`config.mk`:
```
export PLATFORM = sky130hd
export DESIGN_NAME = blk_lock_mgr
export DESIGN_NICKNAME = d
export VERILOG_FILES = /design/src/rtl/blk_lock_pkg.sv /design/src/rtl/blk_lock_decode.sv /design/src/rtl/blk_lock_cell.sv /design/src/rtl/blk_lock_guard.sv /design/src/rtl/blk_lock_mgr.sv
export SDC_FILE = /design/constraint.sdc
export NUM_CORES = 1
export LEC_CHECK = 0
export ABC_AREA = 1
export BUFFER_PORTS_ARGS = -buffer_cell sky130_fd_sc_hd__buf_2
export CAP_MARGIN = 20
export CORE_MARGIN = 2
export CORE_UTILIZATION = 62
export DETAILED_ROUTE_END_ITERATION = 8
export GPL_TIMING_DRIVEN = 0
export MAX_ROUTING_LAYER = met4
export PLACE_DENSITY = 0.84
export SYNTH_ARGS = -nofsm -noshare
export SYNTH_HDL_FRONTEND = slang
export SYNTH_SLANG_ARGS = --single-unit
```
`constraint.sdc`:
```
create_clock -name clk -period 4.8 [get_ports clk]
set_clock_uncertainty 0.2 [all_clocks]
set_input_delay 1.2 -clock clk [delete_from_list [all_inputs] [get_ports clk]]
set_output_delay 1.2 -clock clk [all_outputs]
set_load 0.05 [all_outputs]
```
`src/rtl/blk_lock_pkg.sv`:
```
// Shared types for the block lock-state manager.
// Assumes: state encodings are visible on the query port and must stay fixed.
package blk_lock_pkg;
    typedef enum logic [1:0] {
        ST_UNLOCKED = 2'b00,
        ST_LOCKED   = 2'b01,
        ST_LDOWN    = 2'b11
    } lk_state_e;

    typedef enum logic [1:0] {
        ACT_NONE   = 2'b00,
        ACT_LOCK   = 2'b01,
        ACT_UNLOCK = 2'b10,
        ACT_LDOWN  = 2'b11
    } lk_act_e;

    localparam int          CODE_W      = 8;
    localparam logic [7:0]  CODE_LOCK   = 8'h01;
    localparam logic [7:0]  CODE_UNLOCK = 8'hD0;
    localparam logic [7:0]  CODE_LDOWN  = 8'h2F;
endpackage

```
`src/rtl/blk_lock_decode.sv`:
```
// Turns the strobed second protection code into an action.
// Assumes: the setup cycle was already recognised upstream; unknown codes
// become ACT_NONE so the sequence is dropped.
module blk_lock_decode
    import blk_lock_pkg::*;
(
    input  logic              valid,
    input  logic [CODE_W-1:0] code,
    output lk_act_e           act
);
    // Map the code to an action; anything unrecognised is no action.
    always_comb begin
        act = ACT_NONE;
        if (valid) begin
            case (code)
                CODE_LOCK:   act = ACT_LOCK;
                CODE_UNLOCK: act = ACT_UNLOCK;
                CODE_LDOWN:  act = ACT_LDOWN;
                default:     act = ACT_NONE;
            endcase
        end
    end
endmodule

```
`src/rtl/blk_lock_cell.sv`:
```
// Lock state of a single erase block.
// Assumes: hit is high only for a decoded action aimed at this block;
// wp_n is sampled at the same edge as the command.
module blk_lock_cell
    import blk_lock_pkg::*;
(
    input  logic      clk,
    input  logic      rst_n,
    input  logic      hit,
    input  lk_act_e   act,
    input  logic      wp_n,
    output lk_state_e st
);
    lk_state_e st_q;
    lk_state_e st_d;

    // Next-state rules; locked-down is left only by an unlock with wp_n high.
    always_comb begin
        st_d = st_q;
        if (hit) begin
            case (act)
                ACT_LOCK:   if (st_q != ST_LDOWN) st_d = ST_LOCKED;
                ACT_UNLOCK: if (st_q != ST_LDOWN || wp_n) st_d = ST_UNLOCKED;
                ACT_LDOWN:  st_d = ST_LDOWN;
                default:    st_d = st_q;
            endcase
        end
    end

    // State register; reset forces the block locked.
    always_ff @(posedge clk) begin
        if (!rst_n) st_q <= ST_LOCKED;
        else        st_q <= st_d;
    end

    assign st = st_q;

    p_reset_locked_r1: assert property (@(posedge clk)
        !rst_n |=> st_q == ST_LOCKED);
    p_ldown_enter_r4: assert property (@(posedge clk) disable iff (!rst_n)
        hit && act == ACT_LDOWN |=> st_q == ST_LDOWN);
    p_unlock_ignored_r5: assert property (@(posedge clk) disable iff (!rst_n)
        hit && act == ACT_UNLOCK && st_q == ST_LDOWN && !wp_n |=> st_q == ST_LDOWN);
    p_wp_release_r6: assert property (@(posedge clk) disable iff (!rst_n)
        hit && act == ACT_UNLOCK && wp_n |=> st_q == ST_UNLOCKED);
    p_ldown_sticky_r7: assert property (@(posedge clk) disable iff (!rst_n)
        st_q == ST_LDOWN && !(hit && act == ACT_UNLOCK && wp_n) |=> st_q == ST_LDOWN);
    p_idle_hold_r10: assert property (@(posedge clk) disable iff (!rst_n)
        !hit |=> $stable(st_q));
endmodule

```
`src/rtl/blk_lock_guard.sv`:
```
// Refuses program/erase requests to protected blocks with a one-cycle pulse.
// Assumes: tgt_state is the state of the target block before any command
// applied in the same cycle.
module blk_lock_guard
    import blk_lock_pkg::*;
(
    input  logic      clk,
    input  logic      rst_n,
    input  logic      op_valid,
    input  lk_state_e tgt_state,
    output logic      lock_err
);
    // Register the refusal so it lasts exactly one cycle per request.
    always_ff @(posedge clk) begin
        if (!rst_n) lock_err <= 1'b0;
        else        lock_err <= op_valid && (tgt_state != ST_UNLOCKED);
    end

    p_refuse_r9: assert property (@(posedge clk) disable iff (!rst_n)
        op_valid && tgt_state != ST_UNLOCKED |=> lock_err);
    p_allow_r9: assert property (@(posedge clk) disable iff (!rst_n)
        op_valid && tgt_state == ST_UNLOCKED |=> !lock_err);
    p_no_req_r9: assert property (@(posedge clk) disable iff (!rst_n)
        !op_valid |=> !lock_err);
endmodule

```
`src/rtl/blk_lock_mgr.sv`:
```
// Per-block write-protection manager: applies decoded lock codes, answers
// queries and refuses requests to protected blocks.
// Assumes: indices at or above NUM_BLK read as locked and are never changed.
module blk_lock_mgr
    import blk_lock_pkg::*;
#(
    parameter  int NUM_BLK = 16,
    localparam int IDX_W   = (NUM_BLK > 1) ? $clog2(NUM_BLK) : 1
)(
    input  logic              clk,
    input  logic              rst_n,
    input  logic              wp_n,
    input  logic              cmd_valid,
    input  logic [CODE_W-1:0] cmd_code,
    input  logic [IDX_W-1:0]  cmd_blk,
    input  logic              op_valid,
    input  logic [IDX_W-1:0]  op_blk,
    input  logic [IDX_W-1:0]  qry_blk,
    output logic [1:0]        qry_state,
    output logic              lock_err
);
    lk_act_e   act;
    lk_state_e st [NUM_BLK];
    lk_state_e op_state;
    lk_state_e q_state;

    blk_lock_decode u_dec (
        .valid (cmd_valid),
        .code  (cmd_code),
        .act   (act)
    );

    // One lock cell per erase block.
    for (genvar i = 0; i < NUM_BLK; i++) begin : g_cell
        logic hit;
        assign hit = (act != ACT_NONE) && (cmd_blk == IDX_W'(i));
        blk_lock_cell u_cell (
            .clk   (clk),
            .rst_n (rst_n),
            .hit   (hit),
            .act   (act),
            .wp_n  (wp_n),
            .st    (st[i])
        );
    end

    // Query read; out-of-range indices report locked.
    always_comb begin
        q_state = ST_LOCKED;
        for (int i = 0; i < NUM_BLK; i++)
            if (qry_blk == IDX_W'(i)) q_state = st[i];
    end
    assign qry_state = q_state;

    // State of the request target, taken before this cycle's command.
    always_comb begin
        op_state = ST_LOCKED;
        for (int i = 0; i < NUM_BLK; i++)
            if (op_blk == IDX_W'(i)) op_state = st[i];
    end

    blk_lock_guard u_guard (
        .clk       (clk),
        .rst_n     (rst_n),
        .op_valid  (op_valid),
        .tgt_state (op_state),
        .lock_err  (lock_err)
    );

    p_same_cycle_r11: assert property (@(posedge clk) disable iff (!rst_n)
        op_valid && op_state == ST_UNLOCKED |=> !lock_err);
endmodule

```
# Word-level counts from Yosys, hierarchy flattened
# Cells that the tools add are included.
totals:
  mem_count: 0
  ram_bits: 0
  mem_bits_ro: 0
  word_cells: 253
  ff_bits: 33
  latchBits: 0
op_classes:
  multipliers: 0
  n_shift: 0
  reduce_logical: 55
  n_mux: 82
  div: 0
  n_eq_ne: 99
  magnitude_cmp: 0
  n_addsub: 0
  bitwise_logic: 0
ops:
  columns: ["op", "n"]
  rows:
  - ["$mux 2", 65]
  - ["$pmux 2 s3", 17]
  - ["$eq 4x4->1 const B", 24]
  - ["$ne 2x1->1 const B", 32]
  - ["$reduce_and 4->1", 16]
  - ["$eq 4x3->1 const B", 12]
  - ["$ne 2x2->1 const B", 16]
  - ["$eq 4x2->1 const B", 6]
  - ["$logic_and 1x1->1", 17]
  - ["$logic_or 1x1->1", 16]
  - ["$eq 4x1->1 const B", 3]
  - ["$logic_not 4->1", 3]
  - ["$eq 8x1->1 const B", 1]
  - ["$eq 8x6->1 const B", 1]
  - ["$eq 8x8->1 const B", 1]
  - ["$eq 2x2->1 const B", 2]
  - ["$reduce_bool 2->1", 2]
  - ["$reduce_bool 3->1", 1]
  - ["$eq 2x1->1 const B", 1]

# Logic depth before layout (Yosys ltp)
# Gate-level depths: netlist of the first run.
depth:
  depth_word: 19
  ltp_mapped: 14
  ltp_nobuf: 14

# Modules after synthesis
# Synthesis of the first run repeated with hierarchy kept, for this count alone.
unflattened:
  cells_unflattened: 535
  hier_area_um2: 2798.9
modules_own_cells:
  columns: ["mod", "cells_per_inst", "instances", "seq_area_each_um2", "area_each_um2"]
  rows:
  - ["blk_lock_cell", 18, 16, 40.0, 108.9]
  - ["blk_lock_mgr", 213, 1, 0.0, 910.9]
  - ["blk_lock_decode", 30, 1, 0.0, 115.1]
  - ["blk_lock_guard", 4, 1, 20.0, 31.3]

# Worst setup path after synthesis of the first run
# No wires, ideal clock.
synth_path:
  kind: "input to output"
  start: "input port qry_blk[0]"
  end: "output port qry_state[0]"
  path_stages: 13
  path_slack_ns: 0.746
  n_path_buf: 0
  t_required_ns: 3.400
  arrival_ns: 2.654
  path_cell_list: "inv_1 nor2_1 nand2_1 nor2_1 nor3_1 nand2_1 nor2_1 nand4_1 nand2_1 nand3_1 nand2_1 nand4_1 nor2_1"
synth_between:
  elab_chain_cells: 17
  elab_cells_between_ends: 32
  cone_classes: "eq/ne: 15; mux: 16; reduce/logical: 1"
synth_rtl:
  columns: ["element", "line", "rtl"]
  rows:
  - ["start: declaration", "blk_lock_mgr.sv:18", "input logic [IDX_W-1:0] qry_blk,"]
  - ["$logic_not 4->1", "blk_lock_mgr.sv:51", "if (qry_blk == IDX_W'(i)) q_state = st[i];"]
  - ["$mux 2 (15 in a row)", "blk_lock_mgr.sv:51", null]
  - ["$mux 2 *", "blk_lock_mgr.sv:51", null]
  - ["end: declaration", "blk_lock_mgr.sv:19", "output logic [1:0] qry_state,"]
# Mark *: on every way between the ends. The rest lies on a longest branch, timed or not.

# Worst setup path after layout of the first run
# Same ends and word-level chain as after synthesis.

==> summary.txt, run 1 <==
Max Cap Viol - 0
Worst vdd ir - 0.000185 V
WL/cell - 13.3 um
CP Cell Sequence - buf_2 > inv_1 > nor2_1 > nand2_1 > nor2_1 > nor3_1 > nand2_1 > nor2_1 > nand4_1 > nand2_1 > nand3_1 > nand2_1 > nand4_1 > nor2_1 > buf_2
Min Tclk post-route - 4.09 ns
Io pins - 28
Maximum clock rate - 0.244 GHz
DRC violations left - 0
Remaining Overflow, GRT - 0
DRT Pass-1 Iters - 5
Diode count - 0
Power share of the sequential group - 48.9%
Die H - 64.2 um
Internal power - 0.418 mW
First-pass GRT wire length - 10,800 um
Post-synth EDFFs - 0
Final Hold Viols - 0
Final GP Congestion - 0.987
CTS H-tree depth - 2
Hold_buf cts - 0
Final setup TNS - 0 ns
Total GRT Usage - 34.5%
RSZ-0062 raised after global routing - no
Synth Instances - 379
Worst-skew pair later-pin latency - 0.35 ns
Clock transition at path regs - 0.10 ns
IO Port Bufs - 27
Syn nets - 404
Initial core utilization - 65.7%
CTS tree - built
Final ANT Viol Nets - 0
Initial antenna violation count - 0
Via count - 2,590
Root Buffer - clkbuf_4
Placed Cells - 452
Core area - 3420 sq um
Chip width - 64.2 um
Crit end category - output pin
Critical Path Slowest Stage Cell - buf_2
Slew @ Worst Pin - 0.544 ns
Comb pwr share - 11.4%
Final nets - 438
CP Data Required Time - 3.40 ns
Largest net degree at the start of global routing - 11
WL final - 6140 um
Fin crit share - 85.3%
Sw Share - 25.6%
Area delta synth->final - 12.4%
Synth Cell Area - 2240 sq um
# resized after CTS - 0
R2R Setup Slk - 3.28 ns
Final HPWL DP - 4740 um
Fin. max-slew vios - 0
Sum of buffers and inverters on the critical path - 3
Share of layout cells above drive strength 1 - 11.6%
Post-synth ARST share - 0%
Global route hottest layer - met2
Die area - 4120 sq um
Worst EP arrival - 2.69 ns
CP Max Fanout - 3
Sink Count - 33
Rows - 21
CTS Buf Count - 5
Initial drt markers - 226
Post-CTS Setup Bufs - 0
Met2 GRT Util - 58.1%
Met3 Use GR - 6.69%
Worst rel slew slack - 63.7%
FF+latch count, synth - 33
PD cells - 223 nW/um^2
Main flop type after synthesis - dfxtp_1
Finished Layout Cells - 460
Ys Warns - 0
Status - finished, final reports clean
Family with the most delay on the worst path - simple AND/OR/NAND/NOR gates
CP startpoint kind - input pin
Vias/cell - 5.63
Max Buffers Root-to-Sink - 2
Setup violators final - 0
Hold crit path type - reg -> reg
P_leak - 1.17 nW
Switching pwr - 0.144 mW
Synth Area per Inst - 5.92 sq um
GR Util met1 - 41.1%
Vias in the first global route - 2,467
Kind of critical path - in -> out
Max incr delay on CP - 0.26 ns
Register area share after synthesis - 29.4%
Synth cell types - 32
Clock share of power - 39.7%
## metrics by stage
| step | area [sq um] | utilization, % | power [mW] | setup WS [ns] | hold WS, ns |
|---|---|---|---|---|---|
| 6_report | 2520 | 73.8 | 0.562 | 0.708 | 0.307 |
| 5_1_grt | 2520 | 73.8 | 0.578 | 0.528 | 0.329 |
| 4_1_cts | 2520 | 73.8 | 0.559 | 0.722 | 0.297 |
| 3_5_place_dp | 2440 | 71.4 | 0.344 | 0.727 | 0.279 |
| 3_3_place_gp | 2440 | 71.4 | 0.343 | 0.722 | 0.274 |
| 2_1_floorplan | 2240 | - | 0.319 | 0.746 | 0.250 |
## cells in the mapped netlist, types with 2 or more instances
library cell | instances | share of area (%)
nand2_1 | 80 | 13
inv_1 | 63 | 11
nor2_1 | 57 | 9.5
nand3_1 | 40 | 8.9
dfxtp_1 | 33 | 29
o21ai_0 | 29 | 6.5
a21oi_1 | 14 | 3.1
a31oi_1 | 13 | 3.6
nand4_1 | 10 | 2.8
nor3_1 | 7 | 1.6
a21o_1 | 3 | 1.0
o21ai_1 | 3 | 0.67
or4_1 | 3 | 1.0
clkbuf_1 | 2 | 0.33
nor2_2 | 2 | 0.56
nor4_1 | 2 | 0.56
o31ai_1 | 2 | 0.67
or2_2 | 2 | 0.56
## cells in the final DEF, fill, tap and decap left out, types with 2 or more instances in the layout
cell / netlist / layout
nor2_1: 57 / 57
a31oi_1: 13 / 13
or2_2: 2 / 2
nor4_1: 2 / 2
a21o_1: 3 / 3
a21oi_1: 14 / 14
o21ai_0: 29 / 29
o31ai_1: 2 / 2
nand2_1: 80 / 80
dfxtp_1: 33 / 33
clkbuf_1: 2 / 3
inv_1: 63 / 63
clkbuf_4: 1 / 6
o21ai_1: 3 / 3
nor3_1: 7 / 7
buf_2: 1 / 28
nand4_1: 10 / 10
nor2_2: 2 / 2
nand3_1: 40 / 40
or4_1: 3 / 3
## flip-flops by register name (all words and copies together) (netlist names)
name / count
g_cell.u_cell.st: 32
u_guard.lock_err: 1
## worst register-to-register path: cells and delay by family, from the launching register on
| kind | cells | cell delay (ns) |
|---|---|---|
| simple gates | 9 | 0.58 |
| flops | 1 | 0.41 |
| compound gates | 1 | 0.16 |
| buf+inv | 2 | 0.13 |
## final timing paths
check,startpoint,endpoint,cells past startpoint
hold reg to reg,g_cell[9].u_cell.st[0]$_SDFFE_PN1P_,g_cell[9].u_cell.st[0]$_SDFFE_PN1P_,2
hold / removal,g_cell[9].u_cell.st[0]$_SDFFE_PN1P_,g_cell[9].u_cell.st[0]$_SDFFE_PN1P_,2
setup / recovery,qry_blk[0],qry_state[0],15
setup reg to reg,g_cell[3].u_cell.st[0]$_SDFFE_PN1P_,u_guard.lock_err$_SDFF_PN0_,12
## layout make-up
type	count	area [sq um]
Buffer	5	31.3
Clock buffer	7	55.1
Clock inverter	1	30.0
Fill cell	312	893
Inverter	65	244
Multi-Input combinational cell	276	1310
Sequential cell	33	661
Tap cell	46	57.6
Timing Repair Buffer	27	135
## kinds of logic (layout without fill, tap and decap cells)
family	count (synthesis)	after routing	share of synthesized area (%)
AND/OR/NAND/NOR	207	207	40.4
flip-flops	33	33	29.4
buffers and inverters	70	105	12.3
AO/OA/AOI/OAI	69	69	17.9
## per-layer routing
| metal | routed length [um] | part of all wire [%] |
|---|---|---|
| met5 | 0 | 0 |
| met4 | 161 | 2.6 |
| met3 | 504 | 8.2 |
| met2 | 2830 | 46 |
| met1 | 2650 | 43 |
## power groups by stage
stage / logic (mW) / registers, mW / clock network [mW]
CTS: 0.0634 / 0.275 / 0.221
floorplan: 0.0358 / 0.283 / 0
detailed placement: 0.0631 / 0.281 / 0
finish: 0.0643 / 0.275 / 0.223
global route: 0.0730 / 0.275 / 0.230
global placement: 0.0624 / 0.281 / 0
Note: power is estimated with default switching activity, not from simulation.
==> run 2: changes to the inputs <==
- CORE_UTILIZATION: 62 -> 50
- PLACE_DENSITY: 0.84 -> 0.69
- RECOVER_POWER: not set -> 25
- SYNTH_HIERARCHICAL: not set -> 1
==> summary.txt, run 2 <==
Reg2reg start - g_cell[3].u_cell/st[1]$_SDFFE_PN0P_
Sw Share - 26.1%
WL/cell - 11.8 um
Commonest cells in the netlist - nand2_1 (187), nor2_1 (121), inv_1 (82)
Synth Cell Area - 2800 sq um
Synth area leaders - nand2_1 (25%), dfxtp_1 (24%), nor2_1 (16%), inv_1 (11%), nand3_1 (6.8%)
Fill cells - 563
Clock transition at path regs - 0.07 ns
Min Tclk post-route - 4.01 ns
Sink Count - 33
Die H - 78.8 um
First-pass GRT wire length - 13,000 um
Register area share after synthesis - 23.6%
CP startpoint kind - input pin
Initial antenna violation count - 0
Most frequent cells in the layout - nand2_1 (187), nor2_1 (121), inv_1 (82)
Overall Power - 0.627 mW
Hold crit path type - reg -> reg
Synth Instances - 535
Switching pwr - 0.163 mW
Final nets - 595
R2R Setup Slk - 3.14 ns
Comb pwr share - 11.8%
Cell Area, Placed - 3070 sq um
Status - finished, final reports clean
Share of layout cells above drive strength 1 - 11.2%
Post-CTS Setup Bufs - 0
Critical Path Slowest Stage Cell - buf_2
Diode count - 0
Final ANT Viol Nets - 0
DRC violations left - 0
Core area - 5470 sq um
Largest net degree at the start of global routing - 34
Slew @ Worst Pin - 0.940 ns
Final Hold Viols - 0
Syn nets - 560
Chip width - 78.8 um
Setup WS post-layout - 0.788 ns
CP Max Fanout - 4
Vias/cell - 5.08
Synth Area per Inst - 5.23 sq um
Area share of the largest cell type after synthesis - 25.1%
Crit end category - output pin
Worst vdd ir - 0.000140 V
PD cells - 197 nW/um^2
Fin crit share - 83.6%
Root Buffer - clkbuf_8
Crit path launch - qry_blk[1]
CP Cell Sequence - buf_2 > inv_1 > nor2_2 > nand2_1 > inv_1 > nand2_2 > nand2_1 > nand4_1 > nand2_1 > nand2_1 > nand2_1 > nand3_1 > nor2_1 > buf_2
Fin util - 58.1%
Max reg flops - 32
Maximum clock rate - 0.249 GHz
Hold_buf cts - 0
Cell mode on critical path - nand2_1
Post-synth EDFFs - 0
CP Data Required Time - 3.40 ns
Max incr delay on CP - 0.27 ns
Initial core utilization - 51.1%
FF+latch count, synth - 33
Kind of critical path - in -> out
DRT Pass-1 Iters - 5
Io pins - 28
Vias in the first global route - 3,021
Fin. max-slew vios - 0
IO Port Bufs - 27
Setup violators final - 0
CTS H-tree depth - 2
Design area - 3180 sq um
Footprint of the multi-input gates - 1830 sq um
Worst rel slew slack - 37.4%
P_leak - 1.42 nW
Reg area - 661 sq um
Pre-CTS setup slack - 0.819 ns
Post-synth ARST share - 0%
Final GP Congestion - 0.941
Total GRT Usage - 26.7%
Most frequent cell after synthesis - nand2_1
Internal power - 0.463 mW
Initial drt markers - 204
Worst EP arrival - 2.61 ns
Most common library cell in the layout ignoring fill and taps - nand2_1
Rows - 27
Main flop type after synthesis - dfxtp_1
# resized after CTS - 0
Via count - 3,267
Area delta synth->final - 13.6%
Hold Startpoint - g_cell[7].u_cell/st[0]$_SDFFE_PN1P_
Ys Warns - 6
Max Cap Viol - 0
CTS Buf Count - 5
Synth area leader - nand2_1
Final HPWL DP - 5740 um
Die area - 6210 sq um
Remaining Overflow, GRT - 0
CTS tree - built
Worst-skew pair later-pin latency - 0.29 ns
WL final - 7590 um
Synth cell types - 17
Hold WS - 0.283 ns
RSZ-0062 raised after global routing - no
Max Buffers Root-to-Sink - 2
Power share of the sequential group - 43.7%
Clock share of power - 44.5%
[run 2: changes by cell type in the layout (fill, tap and decap cells not counted), moves of 6 or more]
cell      delta
inv_1       +19
a21oi_1     -11
o21ai_0     -27
a31oi_1     -13
nor2_1      +64
nand4_1     +18
a21oi_2     +16
nand2_1    +107
clkbuf_4     -6
[run 2: logic make-up after synthesis]
kind of cell | count (synthesis) | synth area share (%)
DFF | 33 | 23.6
AOI/OAI and AO/OA | 23 | 6.39
buffers and inverters | 86 | 11.5
and+or+nand+nor | 393 | 58.5
[run 2: critical path: cells and delay by family]
family / cells / cell delay (ns)
and+or+nand+nor: 10 / 0.83
buffers and inverters: 4 / 0.58
[run 2: final timing paths]
path | to | cells past startpoint
min | g_cell[7].u_cell/st[0]$_SDFFE_PN1P_ | 2
max reg2reg | u_guard/lock_err$_SDFF_PN0_ | 9
min reg2reg | g_cell[7].u_cell/st[0]$_SDFFE_PN1P_ | 2
max | qry_state[0] | 14
[run 2: area by class of cell]
type,count,share of cell area (%)
clock buffers,6,2.60
clock inverters,2,1.18
inverters,86,10.1
multi-input cells,416,57.4
flip-flops and latches,33,20.8
well taps,72,2.83
repair buffers,28,5.04
[run 2: per-stage QoR]
step | setup TNS (ns) | std cells
after detailed placement | 0 | 635
after floorplan | 0 | 535
final | 0 | 643
after global routing | 0 | 643
after global placement | -29.68 | 634
after CTS | 0 | 643
[run 2: power by group through the flow]
stage	sequential, mW	clock [mW]	combinational [mW]
finish	0.274	0.279	0.0739
global route	0.274	0.297	0.0832
CTS	0.274	0.288	0.0736
detailed placement	0.281	0	0.0731
global placement	0.281	0	0.0718
floorplan	0.282	0	0.0388
[run 2: metal layers]
metal / GRT usage [%] / part of all wire, % / up-vias / wire [um]
met4: 9.31 / 1.9 / 0 / 145
met5: - / 0 / - / 0
met2: 42.9 / 44 / 101 / 3340
li1: - / - / 1734 / -
met1: 33.8 / 48 / 1418 / 3620
met3: 5.00 / 6.4 / 14 / 486
